==> src/rtl/pkt_wr_pkg.sv <==
package pkt_wr_pkg;

  typedef enum logic {
    CK_SHORT = 1'b0,
    CK_AUTO  = 1'b1
  } commit_kind_e;

  // Effective packet length: capacity when auto mode is off or the
  // programmed value is outside 1..maxlen.
  function automatic int eff_len(input bit en, input int alen, input int maxlen);
    if (!en || alen == 0 || alen > maxlen) return maxlen;
    return alen;
  endfunction

endpackage

==> src/rtl/pkt_wr_ctrl.sv <==
module pkt_wr_ctrl #(
  parameter  int MAXLEN = 16,
  localparam int LW     = $clog2(MAXLEN + 1)
) (
  input  logic                          clk,
  input  logic                          rst,
  input  logic                          wr_ok,
  input  logic                          pe_ok,
  input  logic [LW-1:0]                 lim,
  output logic [LW-1:0]                 cnt,
  output logic                          commit,
  output pkt_wr_pkg::commit_kind_e      kind,
  output logic                          drop,
  output logic [LW-1:0]                 len
);
  import pkt_wr_pkg::*;

  logic [LW-1:0] cnt_q, nxt;
  logic          guard_q, hit;

  always_comb begin
    nxt    = cnt_q + LW'(wr_ok);
    hit    = wr_ok && (nxt == lim);
    commit = 1'b0;
    kind   = CK_SHORT;
    drop   = 1'b0;
    len    = nxt;
    if (hit) begin
      commit = 1'b1;
      kind   = CK_AUTO;
      drop   = pe_ok;
    end else if (pe_ok && guard_q) begin
      drop = 1'b1;
    end else if (pe_ok) begin
      commit = 1'b1;
    end
  end

  always_ff @(posedge clk) begin
    if (rst) begin
      cnt_q   <= '0;
      guard_q <= 1'b0;
    end else begin
      cnt_q   <= commit ? '0 : nxt;
      guard_q <= hit;
    end
  end

  assign cnt = cnt_q;

endmodule

==> src/rtl/pkt_wr_ring.sv <==
module pkt_wr_ring #(
  parameter  int NBUF = 4,
  localparam int BW   = $clog2(NBUF),
  localparam int UW   = $clog2(NBUF + 1)
) (
  input  logic          clk,
  input  logic          rst,
  input  logic          commit,
  input  logic          release_i,
  output logic [BW-1:0] wbuf,
  output logic          full,
  output logic          empty
);
  logic [UW-1:0] used_q, used_nxt;
  logic          rel_ok;

  always_comb begin
    rel_ok   = release_i && (used_q != '0);
    used_nxt = used_q + UW'(commit) - UW'(rel_ok);
  end

  always_ff @(posedge clk) begin
    if (rst) begin
      used_q <= '0;
      wbuf   <= '0;
      full   <= 1'b0;
      empty  <= 1'b1;
    end else begin
      used_q <= used_nxt;
      full   <= (used_nxt == UW'(NBUF));
      empty  <= (used_nxt == '0);
      if (commit)
        wbuf <= (wbuf == BW'(NBUF - 1)) ? '0 : wbuf + 1'b1;
    end
  end

endmodule

==> src/rtl/pkt_wr_mem.sv <==
module pkt_wr_mem #(
  parameter  int DW    = 16,
  parameter  int DEPTH = 64,
  localparam int AW    = $clog2(DEPTH)
) (
  input  logic          clk,
  input  logic          we,
  input  logic [AW-1:0] waddr,
  input  logic [DW-1:0] wdata,
  input  logic [AW-1:0] raddr,
  output logic [DW-1:0] rdata
);
  logic [DW-1:0] mem [DEPTH];

  always_ff @(posedge clk) begin
    if (we) mem[waddr] <= wdata;
    rdata <= mem[raddr];
  end

endmodule

==> src/rtl/pkt_wr_port.sv <==
module pkt_wr_port #(
  parameter  int DW     = 16,
  parameter  int MAXLEN = 16,
  parameter  int NBUF   = 4,
  parameter  int EPW    = 2,
  parameter  int EP_ID  = 2,
  localparam int LW     = $clog2(MAXLEN + 1),
  localparam int BW     = $clog2(NBUF),
  localparam int DEPTH  = NBUF * MAXLEN,
  localparam int AW     = $clog2(DEPTH)
) (
  input  logic           clk,
  input  logic           rst,
  input  logic           wr_en,
  input  logic [DW-1:0]  wr_data,
  input  logic [EPW-1:0] ep_sel,
  input  logic           pkt_end,
  input  logic           auto_en,
  input  logic [LW-1:0]  auto_len,
  input  logic           rel_done,
  input  logic [AW-1:0]  rd_addr,
  output logic           commit_vld,
  output logic [LW-1:0]  commit_len,
  output logic           commit_auto,
  output logic [BW-1:0]  commit_buf,
  output logic           drop,
  output logic           full,
  output logic           empty,
  output logic [DW-1:0]  rd_data
);
  import pkt_wr_pkg::*;

  logic          sel_hit, wr_ok, pe_ok;
  logic [LW-1:0] lim, cnt, len_c;
  logic          commit_c, drop_c;
  commit_kind_e  kind_c;
  logic [BW-1:0] wbuf;
  logic [AW-1:0] waddr;

  assign sel_hit = (ep_sel == EPW'(EP_ID));
  assign wr_ok   = wr_en && sel_hit && !full;
  assign pe_ok   = pkt_end && sel_hit && !full;
  assign lim     = LW'(eff_len(auto_en, int'(auto_len), MAXLEN));
  assign waddr   = AW'(wbuf) * AW'(MAXLEN) + AW'(cnt);

  pkt_wr_ctrl #(.MAXLEN(MAXLEN)) u_ctrl (
    .clk    (clk),
    .rst    (rst),
    .wr_ok  (wr_ok),
    .pe_ok  (pe_ok),
    .lim    (lim),
    .cnt    (cnt),
    .commit (commit_c),
    .kind   (kind_c),
    .drop   (drop_c),
    .len    (len_c)
  );

  pkt_wr_ring #(.NBUF(NBUF)) u_ring (
    .clk       (clk),
    .rst       (rst),
    .commit    (commit_c),
    .release_i (rel_done),
    .wbuf      (wbuf),
    .full      (full),
    .empty     (empty)
  );

  pkt_wr_mem #(.DW(DW), .DEPTH(DEPTH)) u_mem (
    .clk   (clk),
    .we    (wr_ok),
    .waddr (waddr),
    .wdata (wr_data),
    .raddr (rd_addr),
    .rdata (rd_data)
  );

  always_ff @(posedge clk) begin
    if (rst) begin
      commit_vld  <= 1'b0;
      commit_len  <= '0;
      commit_auto <= 1'b0;
      commit_buf  <= '0;
      drop        <= 1'b0;
    end else begin
      commit_vld  <= commit_c;
      commit_len  <= len_c;
      commit_auto <= (kind_c == CK_AUTO);
      commit_buf  <= wbuf;
      drop        <= drop_c;
    end
  end

endmodule

==> config.mk <==
export PLATFORM = sky130hd
export DESIGN_NAME = pkt_wr_port
export DESIGN_NICKNAME = d
export VERILOG_FILES = /design/src/rtl/pkt_wr_pkg.sv /design/src/rtl/pkt_wr_ctrl.sv /design/src/rtl/pkt_wr_ring.sv /design/src/rtl/pkt_wr_mem.sv /design/src/rtl/pkt_wr_port.sv
export SDC_FILE = /design/constraint.sdc
export NUM_CORES = 1
export LEC_CHECK = 0
export ABC_CLOCK_PERIOD_IN_PS = 3810
export BUFFER_PORTS_ARGS = -buffer_cell sky130_fd_sc_hd__clkbuf_2
export CORE_MARGIN = 10
export CORE_UTILIZATION = 43
export DETAILED_ROUTE_END_ITERATION = 12
export GPL_TIMING_DRIVEN = 0
export PLACE_DENSITY = 0.68
export SYNTH_ARGS = -nofsm -noshare
export SYNTH_HDL_FRONTEND = slang
export SYNTH_SLANG_ARGS = --single-unit
==> constraint.sdc <==
create_clock -name clk -period 3.81 [get_ports clk]
set_input_delay 0.381 -clock clk [delete_from_list [all_inputs] [get_ports clk]]
set_output_delay 0.381 -clock clk [all_outputs]
set_load 0.02 [all_outputs]
==> results of run 1 <==
## registers in the layout, summed over array words and instances, names as in the netlist
register,count
u_ring.wbuf,2
u_mem.mem,1024
u_ctrl.cnt,5
u_ring.full,1
commit_vld,1
u_ring.empty,1
commit_auto,1
u_mem.rdata,16
commit_buf,2
u_ring.used_q,3
commit_len,5
drop,1
## kinds of logic (layout without fill, tap and decap cells)
logic type	after synthesis	after routing	share of synthesized area [%]
buffers and inverters	96	417	1.088
other	0	2	0
XOR/XNOR	8	8	0.1735
multiplexers	323	323	17.79
AND/OR/NAND/NOR	160	160	1.797
flip-flops	1062	1062	78.03
AO/OA/AOI/OAI	50	50	0.8800
adder cells (fa/ha/maj)	7	7	0.2355
## routing by layer
layer | part of all wire (%) | global-route usage [%] | up-vias
li1 | - | - | 7782
met1 | 39 | 25.72 | 10420
met2 | 48 | 29.40 | 1156
met3 | 11 | 4.302 | 187
met4 | 2.8 | 4.913 | 2
met5 | 0.012 | 0 | -
## placed cells by master, fill, tap and decap left out, types with 9 or more instances in the layout
cell type	n
edfxtp_1	1024
mux4_2	315
clkbuf_16	106
nor2_2	65
clkbuf_1	48
buf_8	48
clkbuf_2	46
buf_2	41
dfxtp_1	38
clkinv_1	24
nor2_1	22
o22ai_1	22
nand2_1	19
clkinv_2	19
nor2b_1	17
inv_1	15
buf_1	13
buf_16	12
buf_4	11
buf_12	9
## how the worst max path moves through the flow
stage                startpoint                to  slack (ns)  cells after the start
global placement      ep_sel[0]  u_mem.mem[22][1]        0.10                      6
floorplan           u_ring.full      u_ring.empty        0.49                     13
global route        u_ring.full       u_ring.full       -0.05                     16
detailed placement    ep_sel[0]       u_ring.full       0.002                     17
CTS                 u_ring.full       u_ring.full         0.1                     16
finish              u_ring.full      u_ring.empty        0.23                     13
## power by group
group	internal [mW]	switching, mW
Sequential	12.9	0.0269
Clock	5.52	4.34
Combinational	0.533	0.869
## area by class of cell
class | instances | area, um2 | area share [%]
Buffer | 81 | 382.9 | 0.8143
Clock buffer | 125 | 2724 | 5.793
Sequential cell | 1062 | 31510 | 67.02
Inverter | 15 | 56.30 | 0.1198
Antenna cell | 2 | 5.005 | 0.01064
Tap cell | 1254 | 1569 | 3.337
Multi-Input combinational cell | 548 | 8633 | 18.36
Timing Repair Buffer | 135 | 1599 | 3.401
Clock inverter | 61 | 538.0 | 1.144
## metrics by stage
step | cell area, um2 | hold slack [ns] | worst slack [ns]
after floorplan | 40380 | 0.4636 | 0.4907
after global placement | 42240 | 0.4775 | 0.1025
after detailed placement | 43460 | 0.4760 | 0.002157
after CTS | 46750 | 0.06678 | 0.09931
after global routing | 47010 | 0.1217 | -0.04821
final | 47020 | 0.1173 | 0.2258
## repair_timing
action | 4_1_cts | 5_1_grt
endpoints found under the setup margin | 0 | 3
gates resized for setup | 0 | 7
buffers inserted | 0 | 4
endpoints found under the hold margin | 2 | 0
hold buffers | 3 | 0
## tightest hold or removal path: stages
cell and delay [ns]:
clkbuf_2 0.11, nand4_1 0.16, a21oi_1 0.08
==> flow_summary.toml, run 1 <==
[run_status]
outcome = "complete, no violations"

[power_and_ir_drop]
p_total_mw = 24.15
powerDensity_nw_per_um2 = 513.5
max-vdd-ir-drop_mv = 0.3871
leakagePower_nw = 14.65

[grt]
antenna_found_initial = 7
overflow = 0
grtUsageTotal_pct = 18.53
grt_pass1_wl_mm = 142.7
grt_pass1_vias = 19640
grt_max_degree = 65

[floorplanning]
die_w_um = 326.4
coreArea_um2 = 93190
ios = 63
initial_utilization_pct = 43.33
std_cell_rows = 112
dieArea_um2 = 106600
die_h_um = 326.4

[synthesis]
yosys.area.top_type_share_pct = 76.15
synth_nets = 1748
synth_top_area_cell = "edfxtp_1"
synth_area_per_cell_um2 = 23.67
synth-main-ff-cell = "edfxtp_1"
netlist_top_cells_area = "edfxtp_1 76%, mux4_2 18%, dfxtp_1 1.9%"
synth.most_common_cell = "edfxtp_1"
synthTopCellsByCount = "1,024 x edfxtp_1, 315 x mux4_2, 87 x nor2_1, 38 x dfxtp_1, 32 x buf_2"
netlist_instances = 1706
ys_types = 41
async_flop_share_pct = 0
synth_edf_count = 1024
ys_seq_area_share_pct = 78.03
synth_area_um2 = 40380
synth-warning-count = 0
ys_ff_latch = 1062

[route]
vias = 19550
routed_via_density = 5.955
post_drt_wl_per_cell_um = 30.50
drc = 0
drt_iter0_drc = 2770
drt_wl_total_mm = 100.1
dr.pass1.iters = 5
ant_nets = 0

[hold_path]
worstHoldPathCells = 3
hp-class = "in -> reg"
hold_end = "commit_vld"
hold_start = "ep_sel[1]"

[worst_setup_path]
arrival_ns = 4.16
end_kind = "flop"
required_ns = 4.39
crit_buf_inv = 1
crit_path_frequent_cell = "ha_1"
worst_setup_path_start_kind = "flop"
r2r_start = "u_ring.full"
rr_worst_depth = 13
crit_type = "reg -> reg"
critical-path-top-delay-family = "adder cells"
path_max_fanout = 5
reg2reg_to = "u_ring.empty"
cp_slowest_stage_delay_ns = 0.53
r2r_slack_ns = 0.23
path_cells = "nor2_2 > nand3_2 > inv_1 > ha_1 > ha_1 > nand3_2 > xor2_4 > or4_1 > o22a_1 > o21ai_4 > ha_1 > fa_1 > o31ai_1"
crit_slowest_cell = "or4_1"

[timing]
setup-tns-final_ns = 0
worstMarginPinSlew_ns = 1.380
fin_skew_ns = 0.03736
setup_viol = 0
hold_viol = 0
fmax_ghz = 0.2790
final_max_slew_viol_count = 0
fin_crit_sh_pct = 94.07
min_period_ns = 3.584
relSlewSlack_pct = 8.004

[layout]
area_growth_pct = 16.44
fill_cells = 7072
fin_util_pct = 50.45
nets = 1989
final_layout_size_suffix_gt1_share_pct = 34.78
final_cells = 3283

[clock_network]
cts.sinks = 1062
path_clk_slew_ns = 0.06
numCtsBuffers = 104
htreeDepth = 3
clkLatencyLatePin_ns = 0.69
cts_tree = "done"
cts_buffer_depth = 3
cts_root_buffer = "clkbuf_16"

[placed_design]
finalWeightedCongestion = 0.8455
dp_hpwl_mm = 64.62
numPortBuffers = 59
dpl.cell_count = 3079

[run]
max-cap-violations = 0
Power figures use the tool's default switching activity.
==> run 2, diff against run 1 <==
--- a/config.mk
+++ b/config.mk
@@ -5,6 +5,7 @@
 export SDC_FILE = /design/constraint.sdc
 export NUM_CORES = 1
 export LEC_CHECK = 0
+export ABC_AREA = 1
 export ABC_CLOCK_PERIOD_IN_PS = 3810
 export BUFFER_PORTS_ARGS = -buffer_cell sky130_fd_sc_hd__clkbuf_2
 export CORE_MARGIN = 10
==> run 2 against run 1 <==
Non-clock buffer count increased by 126. Critical endpoint is now u_mem.mem[52][5]. Combinational power rose by 26%. Utilization down 0.31 points. Critical path depth shrank 6. Clock skew grew 0.016 ns. Critical path type unchanged. Global-route usage rose by 5.8 points. Largest power group unchanged. Flip-flop and latch count stayed put. Hold slack got worse by 0.032 ns.
==> flow_summary.toml, run 2 <==
[synthesis]
netlist_top_cells_area = "edfxtp_1 74%, o21ai_0 6.0%, nor2_1 5.4%"
synth_area_um2 = 41610
synth_nets = 3119
synth-main-ff-cell = "edfxtp_1"
ys_types = 31
synth_area_per_cell_um2 = 13.52
synth.most_common_cell = "edfxtp_1"
netlist_instances = 3077
async_flop_share_pct = 0
ys_seq_area_share_pct = 75.73
synthTopCellsByCount = "1,024 x edfxtp_1, 599 x nor2_1, 495 x o21ai_0, 160 x o22ai_1, 125 x clkbuf_1"
synth_edf_count = 1024
synth_top_area_cell = "edfxtp_1"
synth-warning-count = 0
ys_ff_latch = 1062
yosys.area.top_type_share_pct = 73.90

[power_and_ir_drop]
max-vdd-ir-drop_mv = 0.3665
leakagePower_nw = 15.38
powerDensity_nw_per_um2 = 514.7

[placed_design]
place_area_um2 = 44860
finalWeightedCongestion = 0.9642
numPortBuffers = 57
dp_hpwl_mm = 90.28
pre_cts_ws_ns = 0.3784

[layout]
area_growth_pct = 16.02
final_cell_area_um2 = 48270
final_common_cell = "edfxtp_1"
final_layout_size_suffix_gt1_share_pct = 12.51
final_cell_mix = "1,024 x edfxtp_1, 535 x nor2_1, 495 x o21ai_0"
regMostFlops = "u_mem.mem"
largest_reg_flops = 1024
reg_top3 = "u_mem.mem (1024), u_mem.rdata (16)"
fill_cells = 8029
nets = 3348

[timing]
fin_skew_ns = 0.05337
fin_hold_ws_ns = 0.08489
relSlewSlack_pct = 5.572
hold_viol = 0
final_max_slew_viol_count = 0
setup_ws_ns = 0.5640
min_period_ns = 3.246
worstMarginPinSlew_ns = 1.416
setup_viol = 0
rsz0062_at_grt = "false"
fmax_ghz = 0.3081
fin_crit_sh_pct = 85.20

[floorplanning]
initial_utilization_pct = 43.22
dieArea_um2 = 109600
ios = 63
die_w_um = 331.1
die_h_um = 331.1
coreArea_um2 = 96280
std_cell_rows = 114

[clock_network]
numCtsBuffers = 107
cts_hold_buffers = 0
cts_resized = 0
cts.sinks = 1062
cts_root_buffer = "clkbuf_16"
clkLatencyLatePin_ns = 0.72
cts_tree = "done"
cts_setup_buffers = 0
htreeDepth = 3
cts_buffer_depth = 3
path_clk_slew_ns = 0.06

[route]
vias = 28730
top_layer = "met5"
dr_wl_met2_mm = 61.69
post_drt_wl_per_cell_um = 29.12
routed_via_density = 6.142
wl_met3_mm = 19.06
dr.pass1.iters = 6
drt_wl_total_mm = 136.2
wl_met1_mm = 49.36
drt_iter0_drc = 4802
drc = 0
ant_nets = 0

[worst_setup_path]
path_max_fanout = 10
rr_worst_depth = 7
r2r_start = "u_ring.full"
required_ns = 4.19
r2r_slack_ns = 0.56
crit_path_frequent_cell = "nor2_1"
arrival_ns = 3.62
cp_slowest_stage_delay_ns = 0.95
critical_path.startpoint = "u_ring.full"
crit_type = "reg -> reg"
crit_slowest_cell = "nor2_2"
path_cells = "nor2_1 > and3_1 > inv_1 > nor2_1 > nand3_1 > nor2_2 > buf_16"
worst_setup_path_start_kind = "flop"
reg2reg_to = "u_mem.mem[52][5]"
end_kind = "flop"

[grt]
grtUsageTotal_pct = 24.33
grt_pass1_wl_mm = 192.3
grt_pass1_vias = 27330
grt_max_degree = 65
antenna_found_initial = 6
overflow = 0

[run]
max-cap-violations = 0

[run_status]
outcome = "complete, no violations"

[hold_path]
hold_end = "commit_vld"
worstHoldPathCells = 2
hold_start = "rst"
hp-class = "in -> reg"
==> run 2: cell types whose count changed after synthesis, moves of 34 or more <==
cell      delta
inv_1       +41
o21ai_1     +34
o211ai_1   +112
o22ai_1    +138
nor2_1     +512
nand3_1    +107
clkbuf_1    +96
o21ai_0    +492
o221ai_1    +90
mux4_2     -315
nand2_1     +71
==> run 2: stage by stage <==
stage	TNS [ns]	std cells	total power, mW	util [%]
6_report	0	4677	24.85	50.14
5_1_grt	0	4673	25.42	50.13
2_1_floorplan	0	3077	13.99	-
4_1_cts	0	4672	24.79	50.11
3_5_place_dp	0	4472	14.83	46.59
3_3_place_gp	-46.29	4410	14.79	45.17
==> run 2: kinds of logic (layout without fill, tap and decap cells) <==
group                      Yosys count  after routing  synth area share [%]
AOI/OAI and AO/OA                  902            902                 12.88
buffers and inverters              281            601                 3.223
DFF                               1062           1062                 75.73
and+or+nand+nor                    819            819                 7.815
other                                0              4                     0
xor gates and xnor gates             6              6                0.1263
adders and majority gates            7              7                0.2285
==> run 2: worst max-delay path by stage <==
| stage | end | slack (ns) | cells past startpoint |
|---|---|---|---|
| 6_report | u_mem.mem[52][5] | 0.56 | 7 |
| 2_1_floorplan | u_ring.empty | 0.99 | 15 |
| 4_1_cts | u_ring.full | 0.63 | 15 |
| 5_1_grt | u_ring.full | 0.32 | 15 |
| 3_3_place_gp | u_mem.mem[29][5] | -0.40 | 7 |
| 3_5_place_dp | u_mem.rdata[14] | 0.38 | 7 |
==> run 2: cell type report <==
cell class | instances | area (um2) | area share, %
flip-flops and latches | 1062 | 31510 | 65.27
inverters | 59 | 229.0 | 0.4743
plain buffers | 222 | 1112 | 2.304
repair buffers | 120 | 1489 | 3.084
diodes | 4 | 10.01 | 0.02074
multi-input cells | 1734 | 8939 | 18.52
clock inverters | 57 | 473.0 | 0.9797
well taps | 1276 | 1597 | 3.307
clock buffers | 143 | 2915 | 6.039
==> run 2: metal layers <==
metal | vias up | global-route usage (%)
met1 | 14070 | 31.79
met3 | 390 | 7.218
met4 | 4 | 10.33
li1 | 12120 | -
met5 | - | 0
met2 | 2134 | 37.63
==> run 2: report_power, final <==
| group | internal [mW] | switching, mW |
|---|---|---|
| Sequential | 12.9 | 0.0255 |
| Combinational | 0.428 | 1.34 |
| Clock | 5.72 | 4.48 |
| Total | 19.0 | 5.84 |
==> run 2: worst max-delay path, delay by kind of cell, from the launching register on <==
kind | cells | cell delay (ns)
DFF | 1 | 0.31
and+or+nand+nor | 5 | 2.32
buffers and inverters | 2 | 0.31
